[config.mk]
export PLATFORM = sky130hd
export DESIGN_NAME = bmf_fifo
export DESIGN_NICKNAME = d
export VERILOG_FILES = /design/src/rtl/bmf_pkg.sv /design/src/rtl/bmf_cfg.sv /design/src/rtl/bmf_wr_ctl.sv /design/src/rtl/bmf_rd_ctl.sv /design/src/rtl/bmf_fifo.sv
export SDC_FILE = /design/constraint.sdc
export NUM_CORES = 1
export LEC_CHECK = 0
export BUFFER_PORTS_ARGS = -buffer_cell sky130_fd_sc_hd__buf_2
export CORE_MARGIN = 2
export CORE_UTILIZATION = 25
export DETAILED_ROUTE_END_ITERATION = 7
export PLACE_DENSITY = 0.5
export RECOVER_POWER = 50
export SLEW_MARGIN = 0
export SYNTH_ARGS = -nofsm -noshare
export SYNTH_HDL_FRONTEND = slang
export SYNTH_HIERARCHICAL = 1
export SYNTH_SLANG_ARGS = --single-unit
[constraint.sdc]
create_clock -name clk -period 4.75 [get_ports clk]
set_input_delay 0.2375 -clock clk [delete_from_list [all_inputs] [get_ports clk]]
set_output_delay 0.2375 -clock clk [all_outputs]
set_load 0.03 [all_outputs]
[src/rtl/bmf_pkg.sv]
package bmf_pkg;
    localparam int BYTE_W = 9;
    localparam int WORD_W = 2 * BYTE_W;

    typedef enum logic [1:0] {
        MODE_W18_R18,
        MODE_W18_R9,
        MODE_W9_R18,
        MODE_W9_R9
    } bus_mode_e;

    typedef enum logic {
        WS_WHOLE,
        WS_PAIR
    } wr_state_e;

    typedef enum logic {
        RS_FIRST,
        RS_SECOND
    } rd_state_e;
endpackage

[src/rtl/bmf_cfg.sv]
module bmf_cfg
    import bmf_pkg::*;
(
    input  logic      clk,
    input  logic      mrst_n,
    input  logic      in_wide,
    input  logic      out_wide,
    input  logic      little,
    output bus_mode_e mode,
    output logic      little_q
);
    bus_mode_e mode_d;

    always_comb begin
        unique case ({in_wide, out_wide})
            2'b11:   mode_d = MODE_W18_R18;
            2'b10:   mode_d = MODE_W18_R9;
            2'b01:   mode_d = MODE_W9_R18;
            default: mode_d = MODE_W9_R9;
        endcase
    end

    always_ff @(posedge clk) begin
        if (!mrst_n) begin
            mode     <= mode_d;
            little_q <= little;
        end
    end

    // configuration frozen outside master reset
    a_r1_cfg_frozen: assert property (@(posedge clk) disable iff (!mrst_n)
        mrst_n |=> ($stable(mode) && $stable(little_q)));
endmodule

[src/rtl/bmf_wr_ctl.sv]
module bmf_wr_ctl
    import bmf_pkg::*;
#(
    parameter int PW = 4
) (
    input  logic                clk,
    input  logic                mrst_n,
    input  bus_mode_e           mode,
    input  logic                little,
    input  logic                wr_en,
    input  logic                room,
    input  logic [WORD_W-1:0]   wr_data,
    output logic                commit,
    output logic                we_hi,
    output logic                we_lo,
    output logic [PW-1:0]       addr,
    output logic [BYTE_W-1:0]   din_hi,
    output logic [BYTE_W-1:0]   din_lo
);
    wr_state_e         st, st_nx;
    logic [PW:0]       ptr, ptr_nx;
    logic [BYTE_W-1:0] hold;
    logic              go;

    assign go = wr_en && room;

    always_ff @(posedge clk) begin
        if (!mrst_n) st <= WS_WHOLE;
        else         st <= st_nx;
    end

    always_ff @(posedge clk) begin
        if (!mrst_n) begin
            hold <= '0;
            ptr  <= '0;
        end else begin
            if (go && st == WS_WHOLE && mode == MODE_W9_R18) hold <= wr_data[BYTE_W-1:0];
            if (commit) ptr <= ptr_nx;
        end
    end

    always_comb begin
        st_nx  = st;
        commit = 1'b0;
        we_hi  = 1'b0;
        we_lo  = 1'b0;
        din_hi = wr_data[WORD_W-1:BYTE_W];
        din_lo = wr_data[BYTE_W-1:0];
        unique case (mode)
            MODE_W18_R18, MODE_W18_R9: begin
                if (go) begin
                    commit = 1'b1;
                    we_hi  = 1'b1;
                    we_lo  = 1'b1;
                end
            end
            MODE_W9_R18: begin
                unique case (st)
                    WS_WHOLE: if (go) st_nx = WS_PAIR;
                    WS_PAIR: begin
                        din_hi = little ? wr_data[BYTE_W-1:0] : hold;
                        din_lo = little ? hold : wr_data[BYTE_W-1:0];
                        if (go) begin
                            commit = 1'b1;
                            we_hi  = 1'b1;
                            we_lo  = 1'b1;
                            st_nx  = WS_WHOLE;
                        end
                    end
                endcase
            end
            MODE_W9_R9: begin
                din_hi = wr_data[BYTE_W-1:0];
                if (go) begin
                    commit = 1'b1;
                    we_hi  = ptr[0];
                    we_lo  = !ptr[0];
                end
            end
        endcase
    end

    always_comb begin
        if (mode == MODE_W9_R9) begin
            addr   = ptr[PW:1];
            ptr_nx = ptr + 1'b1;
        end else begin
            addr   = ptr[PW-1:0];
            ptr_nx = {1'b0, PW'(ptr[PW-1:0] + 1'b1)};
        end
    end

    // a pair is open only in the narrow-write/wide-read mode
    a_r5_pair_mode: assert property (@(posedge clk) disable iff (!mrst_n)
        (st == WS_PAIR) |-> (mode == MODE_W9_R18));
endmodule

[src/rtl/bmf_rd_ctl.sv]
module bmf_rd_ctl
    import bmf_pkg::*;
#(
    parameter int PW = 4
) (
    input  logic                clk,
    input  logic                mrst_n,
    input  bus_mode_e           mode,
    input  logic                little,
    input  logic                rd_en,
    input  logic                avail,
    input  logic [BYTE_W-1:0]   dout_hi,
    input  logic [BYTE_W-1:0]   dout_lo,
    output logic                pop,
    output logic [PW-1:0]       addr,
    output logic [WORD_W-1:0]   rd_data
);
    rd_state_e         st, st_nx;
    logic [PW:0]       ptr, ptr_nx;
    logic              go, load;
    logic [WORD_W-1:0] nx_data;

    assign go = rd_en && avail;

    always_ff @(posedge clk) begin
        if (!mrst_n) st <= RS_FIRST;
        else         st <= st_nx;
    end

    always_ff @(posedge clk) begin
        if (!mrst_n) begin
            rd_data <= '0;
            ptr     <= '0;
        end else begin
            if (load) rd_data <= nx_data;
            if (pop)  ptr     <= ptr_nx;
        end
    end

    always_comb begin
        st_nx   = st;
        pop     = 1'b0;
        load    = 1'b0;
        nx_data = '0;
        unique case (mode)
            MODE_W18_R18, MODE_W9_R18: begin
                if (go) begin
                    load    = 1'b1;
                    pop     = 1'b1;
                    nx_data = {dout_hi, dout_lo};
                end
            end
            MODE_W18_R9: begin
                unique case (st)
                    RS_FIRST: if (go) begin
                        load    = 1'b1;
                        nx_data = {{BYTE_W{1'b0}}, (little ? dout_lo : dout_hi)};
                        st_nx   = RS_SECOND;
                    end
                    RS_SECOND: if (go) begin
                        load    = 1'b1;
                        pop     = 1'b1;
                        nx_data = {{BYTE_W{1'b0}}, (little ? dout_hi : dout_lo)};
                        st_nx   = RS_FIRST;
                    end
                endcase
            end
            MODE_W9_R9: begin
                if (go) begin
                    load    = 1'b1;
                    pop     = 1'b1;
                    nx_data = {{BYTE_W{1'b0}}, (ptr[0] ? dout_hi : dout_lo)};
                end
            end
        endcase
    end

    always_comb begin
        if (mode == MODE_W9_R9) begin
            addr   = ptr[PW:1];
            ptr_nx = ptr + 1'b1;
        end else begin
            addr   = ptr[PW-1:0];
            ptr_nx = {1'b0, PW'(ptr[PW-1:0] + 1'b1)};
        end
    end

    // a half-read word is still counted as stored
    a_r10_half_word_held: assert property (@(posedge clk) disable iff (!mrst_n)
        (st == RS_SECOND) |-> avail);
    // a read on empty leaves the output register alone
    a_r9_no_underflow: assert property (@(posedge clk) disable iff (!mrst_n)
        (rd_en && !avail) |=> $stable(rd_data));
endmodule

[src/rtl/bmf_fifo.sv]
module bmf_fifo
    import bmf_pkg::*;
#(
    parameter int DEPTH = 16
) (
    input  logic        clk,
    input  logic        mrst_n,
    input  logic        cfg_in_wide,
    input  logic        cfg_out_wide,
    input  logic        cfg_little,
    input  logic        wr_en,
    input  logic [17:0] wr_data,
    input  logic        rd_en,
    output logic [17:0] rd_data,
    output logic        full_n,
    output logic        empty_n
);
    localparam int PW = $clog2(DEPTH);
    localparam int CW = PW + 2;
    localparam logic [CW-1:0] CAP_WORD = CW'(DEPTH);
    localparam logic [CW-1:0] CAP_BYTE = CW'(2 * DEPTH);

    bus_mode_e         mode;
    logic              little_q;
    logic [CW-1:0]     count, cap;
    logic              full, avail;
    logic              commit, pop, we_hi, we_lo;
    logic [PW-1:0]     waddr, raddr;
    logic [BYTE_W-1:0] din_hi, din_lo;
    logic [BYTE_W-1:0] mem_hi [DEPTH];
    logic [BYTE_W-1:0] mem_lo [DEPTH];

    bmf_cfg u_cfg (
        .clk(clk), .mrst_n(mrst_n), .in_wide(cfg_in_wide), .out_wide(cfg_out_wide),
        .little(cfg_little), .mode(mode), .little_q(little_q)
    );

    bmf_wr_ctl #(.PW(PW)) u_wr (
        .clk(clk), .mrst_n(mrst_n), .mode(mode), .little(little_q), .wr_en(wr_en),
        .room(!full), .wr_data(wr_data), .commit(commit), .we_hi(we_hi), .we_lo(we_lo),
        .addr(waddr), .din_hi(din_hi), .din_lo(din_lo)
    );

    bmf_rd_ctl #(.PW(PW)) u_rd (
        .clk(clk), .mrst_n(mrst_n), .mode(mode), .little(little_q), .rd_en(rd_en),
        .avail(avail), .dout_hi(mem_hi[raddr]), .dout_lo(mem_lo[raddr]), .pop(pop),
        .addr(raddr), .rd_data(rd_data)
    );

    always_ff @(posedge clk) begin
        if (we_hi) mem_hi[waddr] <= din_hi;
        if (we_lo) mem_lo[waddr] <= din_lo;
    end

    assign cap     = (mode == MODE_W9_R9) ? CAP_BYTE : CAP_WORD;
    assign full    = (count == cap);
    assign avail   = (count != '0);
    assign full_n  = !full;
    assign empty_n = avail;

    always_ff @(posedge clk) begin
        if (!mrst_n) count <= '0;
        else begin
            unique case ({commit, pop})
                2'b10:   count <= count + 1'b1;
                2'b01:   count <= count - 1'b1;
                default: count <= count;
            endcase
        end
    end

    // fill level never exceeds the mode's capacity
    a_r6_count_bound: assert property (@(posedge clk) disable iff (!mrst_n)
        count <= cap);
    // a write into a full buffer does not free space
    a_r8_no_overflow: assert property (@(posedge clk) disable iff (!mrst_n)
        (!full_n && wr_en && !rd_en) |=> !full_n);
endmodule

# Yosys cells after proc, flatten, opt, wreduce, memory -nomap -nowiden
# Memories as Yosys holds them, arrays and structs flattened.
# Cells that the tools add are included.
dict set report word_totals {
  reg_bits 48
  latchBits 0
  in_bits 25
  word_cells 83
  n_memories 2
  rom_bits 0
  ramBits 288
}
# memory words width read_ports rd_clocked_by_memory_dff wr line_no
set memory_table {}
lappend memory_table {mem_hi 16 9 1 0 1 bmf_fifo.sv:30} ;# logic [BYTE_W-1:0] mem_hi [DEPTH];
lappend memory_table {mem_lo 16 9 1 0 1 bmf_fifo.sv:31} ;# logic [BYTE_W-1:0] mem_lo [DEPTH];
dict set report classes {
  n_div 0
  reduce_logical 14
  multipliers 0
  add_sub_neg 6
  n_bitwise 2
  n_lt_le_gt_ge 0
  n_mux 41
  eq_ne 9
  n_shift 0
}
# cell n
set op_table {}
lappend op_table {{$mux 9} 11}
lappend op_table {{$pmux 18 s3} 1}
lappend op_table {{$pmux 18 s2} 1}
lappend op_table {{$mux 18} 1}
lappend op_table {{$pmux 9 s2} 1}
lappend op_table {{$mux 1} 13}
lappend op_table {{$pmux 6 s2} 1}
lappend op_table {{$add 5x1->5 const B} 2}
lappend op_table {{$eq 2x2->1 const B} 5}
lappend op_table {{$mux 5} 2}
lappend op_table {{$add 4x1->4 const B} 2}
lappend op_table {{$mux 4} 2}
lappend op_table {{$pmux 1 s2} 4}
lappend op_table {{$add 6x1->6 const B} 1}
lappend op_table {{$eq 2x1->1 const B} 3}
lappend op_table {{$eq 6x6->1} 1}
lappend op_table {{$mux 6} 1}
lappend op_table {{$pmux 1 s3} 2}
lappend op_table {{$pmux 2 s3} 1}
lappend op_table {{$reduce_bool 6->1} 1}
lappend op_table {{$reduce_or 3->1} 2}
lappend op_table {{$sub 6x1->6 const B} 1}
lappend op_table {{$logic_and 1x1->1} 4}
lappend op_table {{$reduce_or 2->1} 2}
lappend op_table {{other kinds (5)} 7}

# Longest topological paths before layout
# Gate-level depths: netlist of the first run.
dict set report depth {
  depth_word 10
  ltp_mapped 19
  depth_no_buf 18
}

# Modules after synthesis
# The synthesis of the first run kept the hierarchy.
# module instances area_each_um2 seq_area_each_um2 cells_each
set modules_own_cells {}
lappend modules_own_cells {bmf_fifo 1 11713.7 8768.4 509}
lappend modules_own_cells {bmf_rd_ctl 1 1114.8 480.5 122}
lappend modules_own_cells {bmf_wr_ctl 1 1061.0 300.3 135}
lappend modules_own_cells {bmf_cfg 1 101.3 90.1 6}

# Worst setup path after synthesis of the first run
# OpenSTA, ideal clock, no wires.
dict set report synth_timing {
  kind {flip-flop to flip-flop}
  start {register count[1]}
  end {register count[2]}
  synth_period_minus_slack_ns 3.603
  arrival_ns 3.533
  stages_incl_launch_ff 19
  setup_ns 0.070
  path_slack_ns 1.147
  path_cell_list {dfxtp_1 > clkbuf_1 > nor4_1 > nand2_1 > nand2_1 > clkinv_1 > clkbuf_1 > ha_1 > nand3b_1 > o21a_4 > inv_2 > ha_1 > buf_2 > xor2_1 > ha_1 > a21oi_1 > xnor2_1 > or3_1 > a21oi_1}
}
# element line_no
set synth_lines {}
lappend synth_lines {{start, declared} bmf_fifo.sv:25} ;# logic [CW-1:0] count, cap;
lappend synth_lines {{start signal, assigned} bmf_fifo.sv:65} ;# 2'b10: count <= count + 1'b1;
lappend synth_lines {{start signal, assigned} bmf_fifo.sv:66} ;# 2'b01: count <= count - 1'b1;
lappend synth_lines {{start signal, assigned} bmf_fifo.sv:67} ;# default: count <= count;
lappend synth_lines {{$reduce_bool 6->1 (*)} bmf_fifo.sv:57} ;# assign avail = (count != '0);
lappend synth_lines {{via empty_n} bmf_fifo.sv:16} ;# output logic empty_n
lappend synth_lines {{$logic_and 1x1->1 (*)} bmf_rd_ctl.sv:23} ;# assign go = rd_en && avail;
lappend synth_lines {{via u_rd.go} bmf_rd_ctl.sv:20} ;# logic go, load;
lappend synth_lines {{$mux 1 (*)} {bmf_rd_ctl.sv:47, bmf_rd_ctl.sv:60, bmf_rd_ctl.sv:69}}
lappend synth_lines {{$mux 1} bmf_rd_ctl.sv:54} ;# unique case (st)
lappend synth_lines {{$pmux 1 s2 (*)} bmf_rd_ctl.sv:45} ;# unique case (mode)
lappend synth_lines {{via pop} bmf_fifo.sv:27} ;# logic commit, pop, we_hi, we_lo;
lappend synth_lines {{$eq 2x1->1 / $eq 2x2->1 (equally long branches)} bmf_fifo.sv:64} ;# unique case ({commit, pop})
lappend synth_lines {{$pmux 6 s2 / $reduce_bool 2->1 (equally long branches)} --}
# Mark *: on every way through the listed nets, which the timed path passes. The rest lies on a longest branch.
# A chain may end at the register's enable or synchronous reset.

# Worst setup path after layout of the first run
dict set report layout_timing {
  start {register u_cfg.mode[1]}
  end {register count[5]}
}
dict set report layout_between {
  elab_chain_cells 10
}
# element line_no
set layout_lines {}
lappend layout_lines {{start, declared} bmf_cfg.sv:9} ;# output bus_mode_e mode,
lappend layout_lines {{start signal, assigned} bmf_cfg.sv:25} ;# mode <= mode_d;
lappend layout_lines {{$eq 2x2->1} {bmf_wr_ctl.sv:49, bmf_fifo.sv:55}}
lappend layout_lines {{$mux 6} bmf_fifo.sv:55} ;# assign cap = (mode == MODE_W9_R9) ? CAP_BYTE : CAP_WORD;
lappend layout_lines {{$eq 6x6->1} bmf_fifo.sv:56} ;# assign full = (count == cap);
lappend layout_lines {{$logic_not 1->1} bmf_fifo.sv:40} ;# .room(!full), .wr_data(wr_data), .commit(commit), .we_hi(we_hi), .we_lo(we_lo),
lappend layout_lines {{$logic_and 1x1->1} bmf_wr_ctl.sv:25} ;# assign go = wr_en && room;
lappend layout_lines {{$mux 1} {bmf_wr_ctl.sv:51, bmf_wr_ctl.sv:63, bmf_wr_ctl.sv:74}}
lappend layout_lines {{$mux 1} bmf_wr_ctl.sv:58} ;# unique case (st)
lappend layout_lines {{$pmux 1 s2 (*)} bmf_wr_ctl.sv:49} ;# unique case (mode)
lappend layout_lines {{via commit} bmf_fifo.sv:27}
lappend layout_lines {{$eq 2x1->1 / $eq 2x2->1 (equally long branches)} bmf_fifo.sv:64}
lappend layout_lines {{$pmux 6 s2 / $reduce_bool 2->1 (equally long branches)} --}
# Marked as above.

==> results of run 1 <==
state kept, by name, summed over array words and instances, names as in the netlist:
register / flops
u_wr/hold: 9
u_cfg/little_q: 1
u_rd/st: 1
mem_lo: 144
u_wr/ptr: 5
count: 6
u_wr/st: 1
u_rd/rd_data: 18
u_cfg/mode: 2
mem_hi: 144
u_rd/ptr: 5
worst max path at each step:
stage,from,end,slack [ps],depth (start not counted)
CTS,u_cfg/mode[1],count[5],960,15
floorplan,count[1],count[2],1150,18
detailed placement,u_cfg/mode[1],count[5],1030,15
global placement,u_cfg/mode[1],mem_hi[3][1],1040,11
global route,u_cfg/mode[1],count[5],360,15
finish,u_cfg/mode[1],count[5],840,15
worst register-to-register path, cell delays in order (launching register included):
cell and delay, ps:
edfxtp_1 820, nand2_1 170, o22ai_1 210, nand2_1 110, nand2_1 160, inv_1 80
ha_1 180, nand3b_1 130, o21a_1 290, inv_1 110, inv_1 90, ha_1 380
nor4bb_1 330, a211oi_1 110, o41ai_1 430, mux2i_1 230
logic make-up after synthesis:
group | after synthesis | synth area share, %
xor+xnor | 7 | 0.438
compound gates | 90 | 3.97
fa+ha+maj | 8 | 0.715
mux | 124 | 18.4
buf+inv | 58 | 2.29
simple gates | 149 | 5.25
flops | 336 | 68.9
power by group:
| part | internal, mW | total [mW] | leakage (nW) | switching [mW] |
|---|---|---|---|---|
| logic | 0.666 | 1.62 | 1.64 | 0.956 |
| clock network | 1.57 | 2.67 | 0.558 | 1.10 |
| registers | 3.37 | 3.48 | 2.99 | 0.109 |
| total | 5.61 | 7.78 | 5.19 | 2.17 |
timing repair:
| item | in CTS | in global routing |
|---|---|---|
| gates resized for setup | 0 | 0 |
| hold buffers | 8 | 0 |
| hold endpoints to repair | 8 | 0 |
synthesized netlist by cell type, drive strengths merged, types with 14 or more instances:
library cell | n | area share, %
o21ai | 16 | 0.57
nor2 | 52 | 1.4
a21boi | 14 | 0.75
nand3b | 15 | 0.80
dfxtp | 45 | 6.4
edfxtp | 291 | 62
nand3 | 14 | 0.54
mux2 | 17 | 1.4
clkbuf | 18 | 0.48
mux2i | 17 | 1.2
a21oi | 35 | 1.3
nand2 | 39 | 1.0
buf | 25 | 1.4
inv | 14 | 0.38
mux4 | 90 | 16
metal layers:
metal	GRT usage (%)	routed length, um
met1	15.2	14600
met2	17.8	14800
met3	2.71	2000
met4	3.31	712
met5	0	0
cell type report:
| class | instances | area (um^2) |
|---|---|---|
| clock buffer | 52 | 1070 |
| clock inverter | 16 | 72.6 |
| fill | 5425 | 38900 |
| inverter | 15 | 56.3 |
| multi-input combinational | 378 | 4030 |
| sequential | 336 | 9640 |
| tap | 748 | 936 |
| timing repair buffer | 76 | 463 |
==> results.md, run 1 <==
- Vias in the first global route: 7331
- Max FO, Critical Path: 21
- CP delay by family, top: compound AO/OA/AOI/OAI gates
- Commonest non-fill, non-tap cells in the layout: 291 x edfxtp_1, 52 x nor2_1, 51 x mux4_1
- Clk pin slew, worst setup/hold paths: 60 ps
- First-pass DRT Iterations: 5
- Cells on worst reg2reg path: 15
- Minimum clock period: 3910 ps
- Total Power: 7.78 mW
- Worst r2r src: u_cfg/mode[1]
- Hold Path Cell Cnt: 3
- P_leak: 5.19 nW
- Post-route ant nets: 0
- 1st-iter DRT viols: 529
- Via count: 7301
- Peak VDD IR: 0.288 mV
- Worst slew margin: -17.4%
- Clk root buf: clkbuf_16
- Layout cell share with drive strength beyond 1: 16.4%
- Syn Area/Cell: 18.1 um^2
- CTS H-tree depth: 2
- Die H: 241 um
- Fmax: 255 MHz
- Max_cap viols: 1
- Crit-path cells: nand2_1, o22ai_1, nand2_1, nand2_1, inv_1, ha_1, nand3b_1, o21a_1, inv_1, inv_1, ha_1, nor4bb_1, a211oi_1, o41ai_1, mux2i_1
- Cells after DPL: 1545
- Worst Hold Slack: 26.6 ps
- Status: finished, violations left
- First-pass GRT wire length: 48100 um
- Slowest-stage cell, CP: edfxtp_1
- Site row count: 86
- Total global-route track usage: 11.2%
- Worst Path Required: 5200 ps
- FF+latch count, synth: 336
- Final instance area: 16300 um^2
- Post-Synthesis Cells: 772
- Num Clock Sinks: 336
- Die area: 57900 um^2
- Vias per cell: 4.50
- Syn Std Cell Area: 14000 um^2
- P&R area growth vs syn: 16.2%
- Starting Density: 25.3%
- Final Non-Filler Cells: 1621
- Buffer and inverter count on the worst path: 3
- GP Congestion: 0.753
- # DRC: 0
- RSZ-0062 raised after global routing: no
- Initial antenna violation count: 0
- Worst slew pin tran: 1760 ps
- Final Hold Viols: 0
- TritonCTS clock tree: done
- Synthesized net count: 805
- Layout net count: 878
- Total core area: 55200 um^2
- Crit path largest cell delay: 820 ps
- I/O pin count: 45
- Num CTS Buffers: 38
- Commonest non-fill, non-tap cell in the layout: edfxtp_1
- Worst hold endpoint: u_wr/hold[3]
- Worst hold-check path type: in -> reg
- Pwr dens: 478 nW/um^2
- EDFF count, synth: 291
- Worst Setup Path Type: reg -> reg
- Slew Viols, Final: 37
- Share of flip-flops with an asynchronous set or reset: 0%
- Final WS setup: 835 ps
- Largest net degree at the start of global routing: 37
- Gr ovfl total: 0
- R2r setup slk: 840 ps
- Distinct cells, synth: 54
- Fin crit share: 82.4%
- Final wirelength: 32100 um
- Clk Latency, worst-skew pair: 520 ps
- Setup_tns: 0 ps
- Core Util, Final: 29.5%
- Synth warn: 6
- Post-synth top flop: edfxtp_1
- Clk_skew: 13.6 ps
- Dpl ws: 1030 ps
- IO Port Bufs: 44
- Hold path start: wr_data[3]
- Setup violations, final: 0
- Wire per inst: 19.8 um
- DP HPWL: 21200 um
- Startpoint types: flip-flop
- Sequential area share after synthesis: 68.9%
- Placed inst area: 15100 um^2
- Ant diodes: 0
- Endpoint class of the critical path: flip-flop
- Worst R2R End: count[5]
- Post-CTS setup buffers: 0
- Die width: 241 um
- Failing checks: max-capacitance violations, max-slew violations
- Critical path data arrival time: 4360 ps
- CTS Buffer Depth: 3
Power figures use the tool's default switching activity.
==> run 2, diff against run 1 <==
--- a/config.mk
+++ b/config.mk
@@ -9,7 +9,7 @@
 export CORE_MARGIN = 2
 export CORE_UTILIZATION = 25
 export DETAILED_ROUTE_END_ITERATION = 7
-export PLACE_DENSITY = 0.5
+export PLACE_DENSITY = 0.51
 export RECOVER_POWER = 50
 export SLEW_MARGIN = 0
 export SYNTH_ARGS = -nofsm -noshare
==> constraint.sdc (replaced) <==
create_clock -name clk -period 3.6 [get_ports clk]
set_input_delay 0.18 -clock clk [delete_from_list [all_inputs] [get_ports clk]]
set_output_delay 0.18 -clock clk [all_outputs]
set_load 0.03 [all_outputs]
==> run 2 against run 1 <==
Effect of this change: the run still ends with max-capacitance violations, max-slew violations left; routed wire length decreased by 1.2%; via count decreased by 1.8%; maximum frequency increased by 20%; critical endpoint is now count[3]; critical path depth unchanged; cell count increased by 0.49%; total power increased by 32%; clock skew increased by 7.0 ps.
==> results.md, run 2 (synthesized netlist as in run 1, its figures left out) <==
- Hold Path Cell Cnt: 4 (+1)
- TritonCTS clock tree: done
- Total core area: 55200 um^2 (unchanged)
- Crit-path cells: nor4_1, buf_4, nand2_1, nand2_1, inv_1, ha_1, nand3b_1, o21a_4, inv_2, inv_1, ha_2, and4b_1, a211oi_1, mux2i_1, mux2i_1
- Commonest non-fill, non-tap cell in the layout: edfxtp_1
- Worst R2R End: count[3]
- # DRC: 0 (unchanged)
- 1st-iter DRT viols: 402 (-24%)
- Num CTS Buffers: 35 (-7.9%)
- Worst slew pin tran: 1570 ps (-187 ps)
- Pwr dens: 631 nW/um^2 (+32%)
- Largest net degree at the start of global routing: 44 (+19%)
- Post-CTS setup buffers: 0 (unchanged)
- CTS Buffer Depth: 3 (unchanged)
- Fmax: 307 MHz (+20%)
- Layout net count: 887 (+1.0%)
- Setup violations, final: 0 (unchanged)
- Total global-route track usage: 11.0% (-0.18 points)
- First-pass DRT Iterations: 6 (+1)
- Startpoint types: flip-flop
- RSZ-0062 raised after global routing: no
- Clk_skew: 20.6 ps (+6.97 ps)
- Die width: 241 um (unchanged)
- Slowest-stage cell, CP: a211oi_1
- P_leak: 5.21 nW (+0.37%)
- I/O pin count: 45 (unchanged)
- Clk pin slew, worst setup/hold paths: 60 ps (about the same)
- Worst Path Required: 4050 ps (-1150 ps)
- Gr ovfl total: 0 (unchanged)
- Vias in the first global route: 7377 (+0.63%)
- Wire per inst: 19.5 um (-1.7%)
- Minimum clock period: 3260 ps (-652 ps)
- Num Clock Sinks: 336 (unchanged)
- Clk root buf: clkbuf_16
- Worst Setup Path Type: reg -> reg
- Endpoint class of the critical path: flip-flop
- P&R area growth vs syn: 16.7%
- Top flop regs: mem_hi: 144 flops, mem_lo: 144 flops, u_rd/rd_data: 18 flops
- First-pass GRT wire length: 47400 um (-1.5%)
- Vias per cell: 4.40 (-2.3%)
- Cells on worst reg2reg path: 15 (unchanged)
- Post-route ant nets: 0 (unchanged)
- Commonest non-fill, non-tap cells in the layout: 291 x edfxtp_1, 52 x nor2_1, 51 x mux4_1
- Via count: 7167 (-1.8%)
- Max_cap viols: 1 (unchanged)
- # fillers: 5433 (+0.15%)
- Worst r2r src: count[1]
- Die H: 241 um (unchanged)
- DP HPWL: 20900 um (-1.5%)
- Initial antenna violation count: 0 (unchanged)
- Site row count: 86 (unchanged)
- Slew Viols, Final: 36 (-2.7%)
- CP delay by family, top: simple AND/OR/NAND/NOR gates
- R2r setup slk: 340 ps (-500 ps)
- Hold path start: wr_en
- GP Congestion: 0.742 (-1.5%)
- Failing checks: max-capacitance violations, max-slew violations
- Layout cell share with drive strength beyond 1: 17.5% (+1.1 points)
- Worst hold endpoint: u_wr/ptr[4]
- Starting Density: 25.3% (unchanged)
- Total Power: 10.3 mW (+32%)
- IO Port Bufs: 44 (unchanged)
- Sequential cell area: 9640 um^2 (unchanged)
- Peak VDD IR: 0.258 mV (-10%)
- Crit path largest cell delay: 400 ps (-420 ps)
- CTS H-tree depth: 2 (unchanged)
- Die area: 57900 um^2 (unchanged)
- Final Hold Viols: 0 (unchanged)
- Fin crit share: 90.6% (+8.2 points)
- Max FO, Critical Path: 11 (-48%)
- Worst hold-check path type: in -> reg
- Footprint of the multi-input gates: 4040 um^2 (+0.34%)
- Final wirelength: 31700 um (-1.2%)
- Buffer and inverter count on the worst path: 4 (+1)
- Critical path data arrival time: 3710 ps (-650 ps)
- Setup_tns: 0 ps (unchanged)
- Status: finished, violations left
- Worst slew margin: -4.94% (+12 points)
- Clk Latency, worst-skew pair: 530 ps (about the same)
run 2: timing repair:
item | 4_1_cts | 5_1_grt
hold buffers | 12 | 0
resized for setup | 0 | 2
hold endpoints to repair | 12 | 0
endpoints found under the setup margin | 0 | 3
run 2: report_power, final:
group	switching (mW)	internal [mW]	total (mW)
clock	1.50	2.02	3.51
sequential	0.121	4.45	4.57
combinational	1.29	0.932	2.22
total	2.91	7.40	10.3
run 2: final cells by class:
| class | instances | share of cell area, % |
|---|---|---|
| antenna | 1 | 0.0153 |
| clock buffer | 41 | 5.50 |
| clock inverter | 22 | 1.23 |
| inverter | 15 | 0.345 |
| multi-input combinational | 378 | 24.7 |
| sequential | 336 | 59.0 |
| tap | 748 | 5.73 |
| timing repair buffer | 88 | 3.39 |
run 2: routing by layer:
metal	vias up	share of wire, %	global-route usage, %
met2	139	48	18.2
met4	0	2.7	3.54
met5	-	0	0
met3	36	4.4	2.21
li1	3292	-	-
met1	3700	45	14.6
run 2: worst min-delay path, cell delays in order:
cell and delay (ps):
buf_2 80, nand2_1 110, o211ai_1 200, a21oi_1 50
run 2: how the worst max path moves through the flow:
stage / cells after the start / startpoint / end / slack [ps]
finish: 15 / count[1] / count[3] / 340
global route: 17 / count[1] / count[2] / 20
CTS: 15 / count[1] / count[5] / 260
detailed placement: 15 / count[1] / count[5] / 280
global placement: 15 / count[1] / count[5] / 350
floorplan: 18 / count[1] / count[2] / 7
run 2: through the flow:
step                util, %  instance area, um^2  hold slack, ps  instances  setup slack [ps]
floorplan                 -                14000             279        772              7.13
global placement       27.5                15200             370       1553               351
detailed placement     27.5                15200             369       1553               278
CTS                    29.7                16400             124       1628               259
global route           29.6                16300             196       1628              24.9
finish                 29.6                16300             155       1629               338
